<file path="src/rtl/clkcfg_pkg.sv">
package clkcfg_pkg;

    localparam int BYTE_W = 8;
    localparam int DEV_W  = 7;

    localparam logic [7:0] PTR_MODE   = 8'h02;
    localparam logic [7:0] PTR_FREQ   = 8'h08;
    localparam logic [7:0] PTR_ADDR   = 8'h0D;
    localparam logic [7:0] CMD_COMMIT = 8'h3F;

    typedef enum logic [2:0] {
        ST_IDLE,
        ST_RX,
        ST_ACK,
        ST_TX,
        ST_TXACK
    } bus_state_e;

    typedef enum logic [1:0] {
        PH_DEV,
        PH_PTR,
        PH_DATA,
        PH_EXTRA
    } byte_phase_e;

    typedef struct packed {
        logic [1:0] dither_rate;
        logic [1:0] phase_mode;
        logic [1:0] dither_amt;
        logic [1:0] prescale;
    } mode_reg_t;

    function automatic byte_phase_e next_phase(input byte_phase_e cur);
        case (cur)
            PH_DEV:  return PH_PTR;
            PH_PTR:  return PH_DATA;
            default: return PH_EXTRA;
        endcase
    endfunction

endpackage

</file>
<file path="src/rtl/clkcfg_line_sampler.sv">
module clkcfg_line_sampler #(
    parameter int SYNC_STAGES = 2
) (
    input  logic clk,
    input  logic rst,
    input  logic scl_in,
    input  logic sda_in,
    output logic scl_s,
    output logic sda_s,
    output logic scl_rise,
    output logic scl_fall,
    output logic start_ev,
    output logic stop_ev
);
    localparam int TOP = SYNC_STAGES - 1;

    logic [TOP:0] scl_pipe;
    logic [TOP:0] sda_pipe;
    logic         scl_q;
    logic         sda_q;

    always_ff @(posedge clk) begin
        if (rst) begin
            scl_pipe <= '1;
            sda_pipe <= '1;
            scl_q    <= 1'b1;
            sda_q    <= 1'b1;
        end else begin
            scl_pipe <= {scl_pipe[TOP-1:0], scl_in};
            sda_pipe <= {sda_pipe[TOP-1:0], sda_in};
            scl_q    <= scl_pipe[TOP];
            sda_q    <= sda_pipe[TOP];
        end
    end

    always_comb begin
        scl_s    = scl_pipe[TOP];
        sda_s    = sda_pipe[TOP];
        scl_rise = scl_s & ~scl_q;
        scl_fall = ~scl_s & scl_q;
        start_ev = scl_s & scl_q & sda_q & ~sda_s;
        stop_ev  = scl_s & scl_q & ~sda_q & sda_s;
    end

endmodule

</file>
<file path="src/rtl/clkcfg_byte_engine.sv">
module clkcfg_byte_engine
    import clkcfg_pkg::*;
#(
    parameter logic [3:0] PREFIX = 4'b1011,
    parameter int          SEL_W = 3
) (
    input  logic             clk,
    input  logic             rst,
    input  logic             scl_rise,
    input  logic             scl_fall,
    input  logic             sda_s,
    input  logic             start_ev,
    input  logic             stop_ev,
    input  logic [SEL_W-1:0] dev_sel,
    input  logic             nv_busy,
    input  logic [7:0]       rd_data,
    output logic             sda_oe,
    output logic             dev_ack_ev,
    output logic             ptr_ev,
    output logic             wr_ev,
    output logic [7:0]       rx_byte
);
    localparam int CNT_W = $clog2(BYTE_W + 1);
    localparam logic [CNT_W-1:0] LAST_BIT = CNT_W'(BYTE_W - 1);
    localparam logic [CNT_W-1:0] FULL     = CNT_W'(BYTE_W);

    bus_state_e  state;
    byte_phase_e phase;
    logic [CNT_W-1:0] cnt;
    logic [7:0] rx_sh;
    logic [7:0] tx_sh;
    logic       ack_next;
    logic       is_read;
    logic       mst_ack;
    logic [7:0] byte_now;
    logic       dev_hit;

    always_comb begin
        byte_now = {rx_sh[6:0], sda_s};
        dev_hit  = (byte_now[7:1] == {PREFIX, dev_sel}) && !nv_busy;
    end

    assign rx_byte = rx_sh;

    always_ff @(posedge clk) begin
        dev_ack_ev <= 1'b0;
        ptr_ev     <= 1'b0;
        wr_ev      <= 1'b0;
        if (rst) begin
            state    <= ST_IDLE;
            phase    <= PH_DEV;
            cnt      <= '0;
            rx_sh    <= '0;
            tx_sh    <= '1;
            sda_oe   <= 1'b0;
            ack_next <= 1'b0;
            is_read  <= 1'b0;
            mst_ack  <= 1'b0;
        end else if (start_ev) begin
            state  <= ST_RX;
            phase  <= PH_DEV;
            cnt    <= '0;
            sda_oe <= 1'b0;
        end else if (stop_ev) begin
            state  <= ST_IDLE;
            phase  <= PH_DEV;
            cnt    <= '0;
            sda_oe <= 1'b0;
        end else begin
            case (state)
                ST_RX: begin
                    if (scl_rise && cnt != FULL) begin
                        rx_sh <= byte_now;
                        cnt   <= cnt + 1'b1;
                        if (cnt == LAST_BIT) begin
                            case (phase)
                                PH_DEV: begin
                                    ack_next   <= dev_hit;
                                    dev_ack_ev <= dev_hit;
                                    is_read    <= byte_now[0];
                                end
                                PH_PTR: begin
                                    ack_next <= 1'b1;
                                    ptr_ev   <= 1'b1;
                                end
                                PH_DATA: begin
                                    ack_next <= 1'b1;
                                    wr_ev    <= 1'b1;
                                end
                                default: ack_next <= 1'b0;
                            endcase
                        end
                    end else if (scl_fall && cnt == FULL) begin
                        cnt <= '0;
                        if (ack_next) begin
                            sda_oe <= 1'b1;
                            state  <= ST_ACK;
                        end else begin
                            state <= ST_IDLE;
                        end
                    end
                end
                ST_ACK: begin
                    if (scl_fall) begin
                        cnt <= '0;
                        if (phase == PH_DEV && is_read) begin
                            sda_oe <= ~rd_data[7];
                            tx_sh  <= {rd_data[6:0], 1'b1};
                            state  <= ST_TX;
                        end else begin
                            sda_oe <= 1'b0;
                            phase  <= next_phase(phase);
                            state  <= ST_RX;
                        end
                    end
                end
                ST_TX: begin
                    if (scl_rise) begin
                        cnt <= cnt + 1'b1;
                    end else if (scl_fall) begin
                        if (cnt == FULL) begin
                            sda_oe <= 1'b0;
                            state  <= ST_TXACK;
                        end else begin
                            sda_oe <= ~tx_sh[7];
                            tx_sh  <= {tx_sh[6:0], 1'b1};
                        end
                    end
                end
                ST_TXACK: begin
                    if (scl_rise) begin
                        mst_ack <= ~sda_s;
                    end else if (scl_fall) begin
                        cnt <= '0;
                        if (mst_ack) begin
                            sda_oe <= ~rd_data[7];
                            tx_sh  <= {rd_data[6:0], 1'b1};
                            state  <= ST_TX;
                        end else begin
                            state <= ST_IDLE;
                        end
                    end
                end
                default: ;
            endcase
        end
    end

endmodule

</file>
<file path="src/rtl/clkcfg_regfile.sv">
module clkcfg_regfile
    import clkcfg_pkg::*;
#(
    parameter logic [7:0] MODE_RST = 8'hCD,
    parameter int         FREQ_W   = 4,
    parameter int         SEL_W    = 3
) (
    input  logic              clk,
    input  logic              rst,
    input  logic              ptr_ev,
    input  logic              wr_ev,
    input  logic [7:0]        rx_byte,
    input  logic              stop_ev,
    output mode_reg_t         mode,
    output logic [FREQ_W-1:0] freq,
    output logic              defer,
    output logic [SEL_W-1:0]  sel,
    output logic [SEL_W-1:0]  sel_live,
    output logic [7:0]        rd_data,
    output logic              wr_addr_hit,
    output logic              wr_other_hit,
    output logic              cmd_ev
);
    localparam int FREQ_PAD = BYTE_W - FREQ_W;
    localparam int ADDR_PAD = BYTE_W - SEL_W - 1;

    logic [7:0] ptr;

    always_ff @(posedge clk) begin
        if (rst) begin
            mode     <= mode_reg_t'(MODE_RST);
            freq     <= '0;
            defer    <= 1'b0;
            sel      <= '0;
            sel_live <= '0;
            ptr      <= '0;
        end else begin
            if (ptr_ev) begin
                ptr <= rx_byte;
            end
            if (wr_ev) begin
                case (ptr)
                    PTR_MODE: mode <= mode_reg_t'(rx_byte);
                    PTR_FREQ: freq <= rx_byte[FREQ_W-1:0];
                    PTR_ADDR: begin
                        defer <= rx_byte[SEL_W];
                        sel   <= rx_byte[SEL_W-1:0];
                    end
                    default: ;
                endcase
            end
            if (stop_ev) begin
                sel_live <= sel;
            end
        end
    end

    always_comb begin
        case (ptr)
            PTR_MODE: rd_data = mode;
            PTR_FREQ: rd_data = {{FREQ_PAD{1'b1}}, freq};
            PTR_ADDR: rd_data = {{ADDR_PAD{1'b1}}, defer, sel};
            default:  rd_data = 8'hFF;
        endcase
        wr_addr_hit  = wr_ev && (ptr == PTR_ADDR);
        wr_other_hit = wr_ev && (ptr == PTR_MODE || ptr == PTR_FREQ);
        cmd_ev       = ptr_ev && (rx_byte == CMD_COMMIT);
    end

endmodule

</file>
<file path="src/rtl/clkcfg_commit_ctl.sv">
module clkcfg_commit_ctl (
    input  logic clk,
    input  logic rst,
    input  logic wr_addr_hit,
    input  logic wr_other_hit,
    input  logic cmd_ev,
    input  logic defer,
    output logic commit_req
);
    always_ff @(posedge clk) begin
        if (rst) begin
            commit_req <= 1'b0;
        end else begin
            commit_req <= wr_addr_hit | cmd_ev | (wr_other_hit & ~defer);
        end
    end

endmodule

</file>
<file path="src/rtl/clkcfg_i2c_slave.sv">
module clkcfg_i2c_slave
    import clkcfg_pkg::*;
#(
    parameter int         SYNC_STAGES = 2,
    parameter logic [3:0] PREFIX      = 4'b1011,
    parameter logic [7:0] MODE_RST    = 8'hCD,
    parameter int         FREQ_W      = 4
) (
    input  logic              clk,
    input  logic              rst,
    input  logic              scl_in,
    input  logic              sda_in,
    output logic              sda_oe,
    input  logic              nv_busy,
    output logic              nv_commit_req,
    output logic [7:0]        cfg_mode,
    output logic [FREQ_W-1:0] cfg_freq,
    output logic              cfg_defer,
    output logic [2:0]        cfg_dev_sel
);
    localparam int SEL_W = DEV_W - $bits(PREFIX);

    logic scl_sync, sda_sync, scl_rise, scl_fall, start_sync, stop_sync;
    logic dev_ack_ev, ptr_ev, wr_ev, wr_addr_hit, wr_other_hit, cmd_ev;
    logic [7:0] rx_byte, rd_data;
    logic [SEL_W-1:0] sel_live;
    mode_reg_t mode_q;

    clkcfg_line_sampler #(.SYNC_STAGES(SYNC_STAGES)) sampler_i (
        .clk(clk), .rst(rst), .scl_in(scl_in), .sda_in(sda_in),
        .scl_s(scl_sync), .sda_s(sda_sync), .scl_rise(scl_rise),
        .scl_fall(scl_fall), .start_ev(start_sync), .stop_ev(stop_sync)
    );

    clkcfg_byte_engine #(.PREFIX(PREFIX), .SEL_W(SEL_W)) engine_i (
        .clk(clk), .rst(rst), .scl_rise(scl_rise), .scl_fall(scl_fall),
        .sda_s(sda_sync), .start_ev(start_sync), .stop_ev(stop_sync),
        .dev_sel(sel_live), .nv_busy(nv_busy), .rd_data(rd_data),
        .sda_oe(sda_oe), .dev_ack_ev(dev_ack_ev), .ptr_ev(ptr_ev),
        .wr_ev(wr_ev), .rx_byte(rx_byte)
    );

    clkcfg_regfile #(.MODE_RST(MODE_RST), .FREQ_W(FREQ_W), .SEL_W(SEL_W)) regs_i (
        .clk(clk), .rst(rst), .ptr_ev(ptr_ev), .wr_ev(wr_ev), .rx_byte(rx_byte),
        .stop_ev(stop_sync), .mode(mode_q), .freq(cfg_freq), .defer(cfg_defer),
        .sel(cfg_dev_sel), .sel_live(sel_live), .rd_data(rd_data),
        .wr_addr_hit(wr_addr_hit), .wr_other_hit(wr_other_hit), .cmd_ev(cmd_ev)
    );

    clkcfg_commit_ctl commit_i (
        .clk(clk), .rst(rst), .wr_addr_hit(wr_addr_hit),
        .wr_other_hit(wr_other_hit), .cmd_ev(cmd_ev), .defer(cfg_defer),
        .commit_req(nv_commit_req)
    );

    assign cfg_mode = mode_q;

endmodule

</file>
<file path="config.mk">
export PLATFORM = sky130hd
export DESIGN_NAME = clkcfg_i2c_slave
export DESIGN_NICKNAME = d
export VERILOG_FILES = /design/src/rtl/clkcfg_pkg.sv /design/src/rtl/clkcfg_line_sampler.sv /design/src/rtl/clkcfg_byte_engine.sv /design/src/rtl/clkcfg_regfile.sv /design/src/rtl/clkcfg_commit_ctl.sv /design/src/rtl/clkcfg_i2c_slave.sv
export SDC_FILE = /design/constraint.sdc
export NUM_CORES = 1
export LEC_CHECK = 0
export ABC_AREA = 1
export CAP_MARGIN = 15
export CORE_MARGIN = 2
export CORE_UTILIZATION = 40
export DETAILED_ROUTE_END_ITERATION = 12
export SLEW_MARGIN = 25
export SYNTH_ARGS = -nofsm -noshare
export SYNTH_HDL_FRONTEND = slang
export SYNTH_SLANG_ARGS = --single-unit
export TNS_END_PERCENT = 50
</file>
<file path="constraint.sdc">
create_clock -name clk -period 2.9 [get_ports clk]
set_input_delay 0.58 -clock clk [delete_from_list [all_inputs] [get_ports clk]]
set_output_delay 0.58 -clock clk [all_outputs]
set_load 0.01 [all_outputs]
</file>
==> run metrics, run 1 <==
Pleak 1.46 nW; initial antenna violation count 0; CTS Buffer Depth 2; Worst Path Required 3.13 ns; CTS tree built; Net Count, Synth 432; sequential fraction of the synthesis area 0.418; die area 8380 µm²; critical path type register to register; Clock power frac 0.452; Sw Share 0.238; period utilization 0.698; number of max-cap violations 0; met2 routed WL 3490 µm; Std-Cell Core Area 7330 µm²; total number of vias 2693; outcome finished, final reports clean; Crit path max-delay family simple AND/OR/NAND/NOR gates; Layout area overhead 17.0%; DR top layer met4; fin cells 549; RSZ-0062 raised after global routing no; synthesized area per cell 7.30 µm²; first drt pass iteration count 4; CTS root buf clkbuf_8; GRT overflow 0; cell mode on critical path nand2_1; Combinational Power Share 0.060; Hold Fails Final Rpt 0; Crit. End Element register; Pwr per Cell Area 517 nW/µm²; WL met3 219 µm; Slew Limit Fails 0; Detailed Place HPWL 5200 µm; placer's final routability congestion estimate 0.873; worst hold slack 0.411 ns; worst skew pair latency 0.34 ns; # hold bufs at CTS 0; yosys warns 0; vias in the first global route 2523; GRT Resource Usage Total 0.185; die width 91.5 µm; largest net degree at the start of global routing 41; Worst slew margin 0.594; Routed WL 7370 µm; minimum clock period after layout 2.02 ns; total CTS buffers 9; Reg power frac 0.488; Netlist cell types 34; remaining antenna violation count after routing 0; # diodes 0; 1st-iter DRT viols 103; share of cells above drive strength 1 0.122; Inst Count DP 534; Mapped Area 3070 µm²; Bufs and invs on worst path 2; count of final setup violators 0; metal1 wirelength 3620 µm; worst stage delay on the critical path 0.48 ns; Net Sw Power 0.441 mW; final setup TNS 0 ns; postcts setup bufs 0; CTS resizes 0; crit path max fanout 13; global-route wire length before repair 12200 µm; Max H-tree Level 3; Startpoint Class register; io pins 23; Via-to-Cell Ratio 4.91; CTS sink count 64; clk slew on worst S/H paths 0.07 ns; Buffers on Ports 22; skew final 0.0119 ns; worst path arrival time 2.25 ns; placed inst area 3380 µm²; # DRC 0; Site Rows 31; min-delay worst type register to register; Post-Synthesis Cells 420; Initial Util 0.418; critical path's slowest cell nor2_2; Least-Margin Pin Slew 0.608 ns; worst-path cell chain nand2_1, nor2_2, inv_1, nand2_1, nand3_1, nand2_1, inv_1, a21oi_1, nor2_1; max frequency 0.494 GHz; post-route cell area 3590 µm²; peak supply drop 243 µV; DR WL/cell 13.4 µm; Pint 1.41 mW; Die Ht 91.5 µm; nets@finish 458; number of synthesized register bits 64; R2R Setup Slk 0.88 ns
## synth_stat cells
| library cell | count | area share |
|---|---|---|
| nand2_1 | 79 | 0.097 |
| dfxtp_1 | 64 | 0.42 |
| inv_1 | 45 | 0.055 |
| a21oi_1 | 43 | 0.070 |
| o21ai_0 | 42 | 0.069 |
| nor2_1 | 40 | 0.049 |
| nand3_1 | 24 | 0.039 |
| ha_1 | 7 | 0.029 |
| nor2_2 | 7 | 0.014 |
| clkbuf_1 | 5 | 0.0061 |
| inv_2 | 5 | 0.0061 |
| nand2_2 | 5 | 0.010 |
| nand4_1 | 5 | 0.010 |
| nor3_1 | 5 | 0.0082 |
| a21oi_2 | 4 | 0.011 |
| nand3_2 | 4 | 0.013 |
| o211ai_1 | 4 | 0.0098 |
| or2_2 | 4 | 0.0082 |
| nor2_4 | 3 | 0.011 |
| o211ai_2 | 3 | 0.012 |
| o21ai_1 | 3 | 0.0049 |
| and3_1 | 2 | 0.0041 |
| buf_2 | 2 | 0.0033 |
| buf_6 | 2 | 0.0073 |
| nor3_2 | 2 | 0.0065 |
| o21bai_1 | 2 | 0.0049 |
| xor2_1 | 2 | 0.0057 |
| a211oi_1 | 1 | 0.0024 |
| buf_1 | 1 | 0.0012 |
| clkinv_1 | 1 | 0.0012 |
| nand3_4 | 1 | 0.0057 |
| nand3b_1 | 1 | 0.0024 |
| o22ai_1 | 1 | 0.0020 |
| or2_0 | 1 | 0.0020 |
## power groups by stage
stage | clock network, mW | logic, mW | registers (mW)
floorplan | 0 | 0.0815 | 0.924
detailed placement | 0 | 0.112 | 0.927
global placement | 0 | 0.110 | 0.927
global route | 0.888 | 0.127 | 0.908
finish | 0.839 | 0.110 | 0.906
CTS | 0.854 | 0.112 | 0.906
## flip-flops by register name (all words and copies together) (netlist names)
signal and flops:
sampler_i.sda_pipe 2, regs_i.sel 3, sampler_i.sda_q 1, engine_i.ptr_ev 1
engine_i.wr_ev 1, engine_i.sda_oe 1, engine_i.is_read 1, regs_i.defer 1
regs_i.mode 8, sampler_i.scl_pipe 2, engine_i.rx_byte 8, regs_i.freq 4
engine_i.cnt 4, engine_i.ack_next 1, regs_i.sel_live 3, commit_i.commit_req 1
engine_i.state 3, regs_i.ptr 8, engine_i.phase 2, engine_i.tx_sh 7
engine_i.mst_ack 1, sampler_i.scl_q 1
## layout by cell type (no fill, tap or decap), types with 7 or more instances in the layout
cell	instances
nand3_1	24
clkbuf_8	9
nor2_2	7
inv_1	45
nand2_1	79
a21oi_1	43
nor2_1	40
o21ai_0	42
dfxtp_1	64
ha_1	7
clkdlybuf4s50_1	22
## final timing paths
path,to,from,depth (start not counted)
hold / removal,sampler_i.sda_pipe[1]$_SDFF_PP1_,sampler_i.sda_pipe[0]$_SDFF_PP1_,1
setup / recovery,engine_i.state[0]$_SDFFE_PP0P_,engine_i.state[0]$_SDFFE_PP0P_,9
setup reg to reg,engine_i.state[0]$_SDFFE_PP0P_,engine_i.state[0]$_SDFFE_PP0P_,9
hold reg to reg,sampler_i.sda_pipe[1]$_SDFF_PP1_,sampler_i.sda_pipe[0]$_SDFF_PP1_,1
## per-stage QoR
stage	worst slack [ns]	utilization	power, mW
floorplan	1.49	-	1.01
global placement	0.878	0.461	1.04
detailed placement	0.859	0.461	1.04
CTS	0.890	0.489	1.87
global route	0.705	0.489	1.92
finish	0.875	0.489	1.86
## cells by family after synthesis
logic type,count (synthesis),synth area share
XOR/XNOR,2,0.00572
buffers and inverters,61,0.0804
AO/OA/AOI/OAI,103,0.187
flip-flops,64,0.418
adder cells (fa/ha/maj),7,0.0286
AND/OR/NAND/NOR,183,0.281
## routing by layer
metal | GRT usage | vias to the layer above
met5 | 0 | -
met4 | 0.0404 | 0
met3 | 0.0531 | 5
met2 | 0.308 | 38
met1 | 0.237 | 1223
li1 | - | 1427
## layout make-up
type	instances	area (µm²)
Inverter	51	191
Clock inverter	5	81.3
Fill cell	745	3740
Timing Repair Buffer	25	243
Tap cell	99	124
Clock buffer	10	128
Multi-Input combinational cell	295	1540
Sequential cell	64	1280
Power figures use the tool's default switching activity.
==> run 2, diff against run 1 <==
==> constraint.sdc (replaced) <==
create_clock -name clk -period 1.68 [get_ports clk]
set_input_delay 0.336 -clock clk [delete_from_list [all_inputs] [get_ports clk]]
set_output_delay 0.336 -clock clk [all_outputs]
set_load 0.01 [all_outputs]
==> run 2 against run 1 <==
Against the previous run:
- hold slack better by 0.0025 ns
- flip-flop and latch count unchanged
- via count is 4.0% higher
- sequential share of layout area shrank 1.2 points
- non-clock buffer count rose by 11
- setup slack worse by 0.81 ns
- first-iteration DRC count up 57%
- final cell count is 2.2% higher
- power rose by 70%
- register-to-register slack got worse by 0.74 ns
==> run metrics, run 2 (synthesis gave the netlist of run 1 again) <==
minimum clock period after layout 1.62 ns; most frequent cells in the layout nand2_1 (78), dfxtp_1 (59), inv_1 (44) (was nand2_1 (79), dfxtp_1 (64), inv_1 (45)); Pint 2.36 mW (was 1.41 mW); Pwr per Cell Area 845 nW/µm² (was 517 nW/µm²); Worst Hold Depth 1 (unchanged); WL met3 320 µm (was 219 µm); worst stage delay on the critical path 0.55 ns (was 0.48 ns); total CTS buffers 9 (unchanged); Die Ht 91.5 µm (unchanged); fillers 726 (was 745); Least-Margin Pin Slew 0.384 ns (was 0.608 ns); worst-path cell chain clkdlybuf4s50_1 (was nand2_1, nor2_2, inv_1, nand2_1, nand3_1, nand2_1, inv_1, a21oi_1, nor2_1); remaining antenna violation count after routing 0 (unchanged); Site Rows 31 (unchanged); metal1 wirelength 3660 µm (was 3620 µm); Worst Path Required 1.34 ns (was 3.13 ns); largest net degree at the start of global routing 27 (was 41); io pins 23 (unchanged); Detailed Place HPWL 5480 µm (was 5200 µm); period utilization 0.964; Combinational Power Share 0.070 (was 0.060); peak supply drop 493 µV (was 243 µV); Initial Util 0.418 (unchanged); final setup TNS 0 ns (unchanged); CTS Buffer Depth 2 (unchanged); initial antenna violation count 0 (unchanged); Max H-tree Level 3 (unchanged); # diodes 0 (unchanged); worst skew pair latency 0.35 ns (was 0.34 ns); Inst Count DP 542 (was 534); critical path type register to output pin (was register to register); Reg power frac 0.498 (was 0.488); Clock power frac 0.432 (was 0.452); Layout area overhead 21.6% (was 17.0%); share of cells above drive strength 1 0.171 (was 0.122); CTS root buf clkbuf_8 (unchanged); DR top layer met4 (unchanged); Via-to-Cell Ratio 4.99 (was 4.91); min-delay worst type register to register (unchanged); Pleak 1.54 nW (was 1.46 nW); worst hold slack 0.413 ns (was 0.411 ns); Net Sw Power 0.790 mW (was 0.441 mW); clk slew on worst S/H paths 0.08 ns (was 0.07 ns); worst path arrival time 1.28 ns (was 2.25 ns); crit path max fanout 3 (was 13); Pwr Total 3.15 mW (was 1.86 mW); WP depth 1 (was 9); Crit. End Element output pin (was register); Place WS 0.0959 ns (was 0.859 ns); GRT overflow 0 (unchanged); critical path's slowest cell clkdlybuf4s50_1 (was nor2_2); RSZ-0062 raised after global routing no (unchanged); die width 91.5 µm (unchanged); Sw Share 0.251 (was 0.238); Buffers on Ports 22 (unchanged); number of max-cap violations 0 (unchanged); placer's final routability congestion estimate 0.881 (was 0.873); fin cells 561 (was 549); R2R cell count 8 (was 9); Worst slew margin 0.744 (was 0.594); GRT Resource Usage Total 0.192 (was 0.185); global-route wire length before repair 12800 µm (was 12200 µm); most common cell after layout, fill and taps aside nand2_1 (unchanged); CTS tree built (unchanged); final worst setup slack 0.0608 ns (was 0.875 ns); Startpoint Class register (unchanged); vias in the first global route 2633 (was 2523); Crit path max-delay family buffers and inverters (was simple AND/OR/NAND/NOR gates); count of final setup violators 0 (unchanged); met2 routed WL 3490 µm (about the same); Slew Limit Fails 0 (unchanged); # hold bufs at CTS 0 (unchanged); skew final 0.0141 ns (was 0.0119 ns); outcome finished, final reports clean (unchanged); CTS sink count 64 (unchanged); Routed WL 7580 µm (was 7370 µm); total number of vias 2801 (was 2693); Hold Fails Final Rpt 0 (unchanged); nets@finish 469 (was 458); DR WL/cell 13.5 µm (was 13.4 µm); max frequency 0.618 GHz; # DRC 0 (unchanged); first drt pass iteration count 4 (unchanged); 1st-iter DRT viols 162 (was 103); Std-Cell Core Area 7330 µm² (unchanged); Bufs and invs on worst path 1 (was 2); die area 8380 µm² (unchanged)
run 2: changes by cell type in the layout (fill, tap and decap cells not counted), moves of 2 or more:
cell      previous run  this run
nor2_4               3         5
clkinv_4             0         3
dfxtp_1             64        59
dfxtp_2              0         5
buf_4                3        14
nor2_1              40        37
nand2_4              0         2
run 2: worst paths after layout:
path	to	slack [ns]	from
setup / recovery	cfg_freq[0]	0.06	regs_i.freq[0]$_SDFFE_PP0P_
hold / removal	sampler_i.sda_pipe[1]$_SDFF_PP1_	0.41	sampler_i.sda_pipe[0]$_SDFF_PP1_
setup reg to reg	engine_i.cnt[1]$_SDFFE_PP0P_	0.14	engine_i.state[0]$_SDFFE_PP0P_
hold reg to reg	sampler_i.sda_pipe[1]$_SDFF_PP1_	0.41	sampler_i.sda_pipe[0]$_SDFF_PP1_
run 2: layout make-up:
type / instances / area [µm²] / area share
sequential: 64 / 1290 / 0.345
multi-input combinational: 295 / 1590 / 0.426
tap: 99 / 124 / 0.0332
inverter: 51 / 194 / 0.0520
clock buffer: 10 / 138 / 0.0369
clock inverter: 6 / 68.8 / 0.0185
timing repair buffer: 36 / 328 / 0.0879
run 2: through the flow:
stage	area (µm²)	utilization
after detailed placement	3440	0.469
after global routing	3730	0.508
after floorplan	3070	-
after CTS	3640	0.497
final	3730	0.508
after global placement	3440	0.469
run 2: power groups by stage:
| stage | combinational [mW] | clock, mW | sequential, mW |
|---|---|---|---|
| after floorplan | 0.141 | 0 | 1.59 |
| after global placement | 0.193 | 0 | 1.60 |
| after detailed placement | 0.194 | 0 | 1.60 |
| after CTS | 0.194 | 1.39 | 1.57 |
| after global routing | 0.248 | 1.46 | 1.57 |
| final | 0.220 | 1.36 | 1.57 |
run 2: metal layers:
layer  vias to the layer above  track usage
li1                       1452            -
met1                      1271        0.250
met2                        65        0.313
met3                        13       0.0340
met4                         0       0.0783
met5                         -            0
run 2: what timing repair did:
item	CTS	global route
gates resized for setup	1	18
pin swaps	0	4
cloned	0	0
setup endpoints to repair	1	19
buffers inserted	0	3
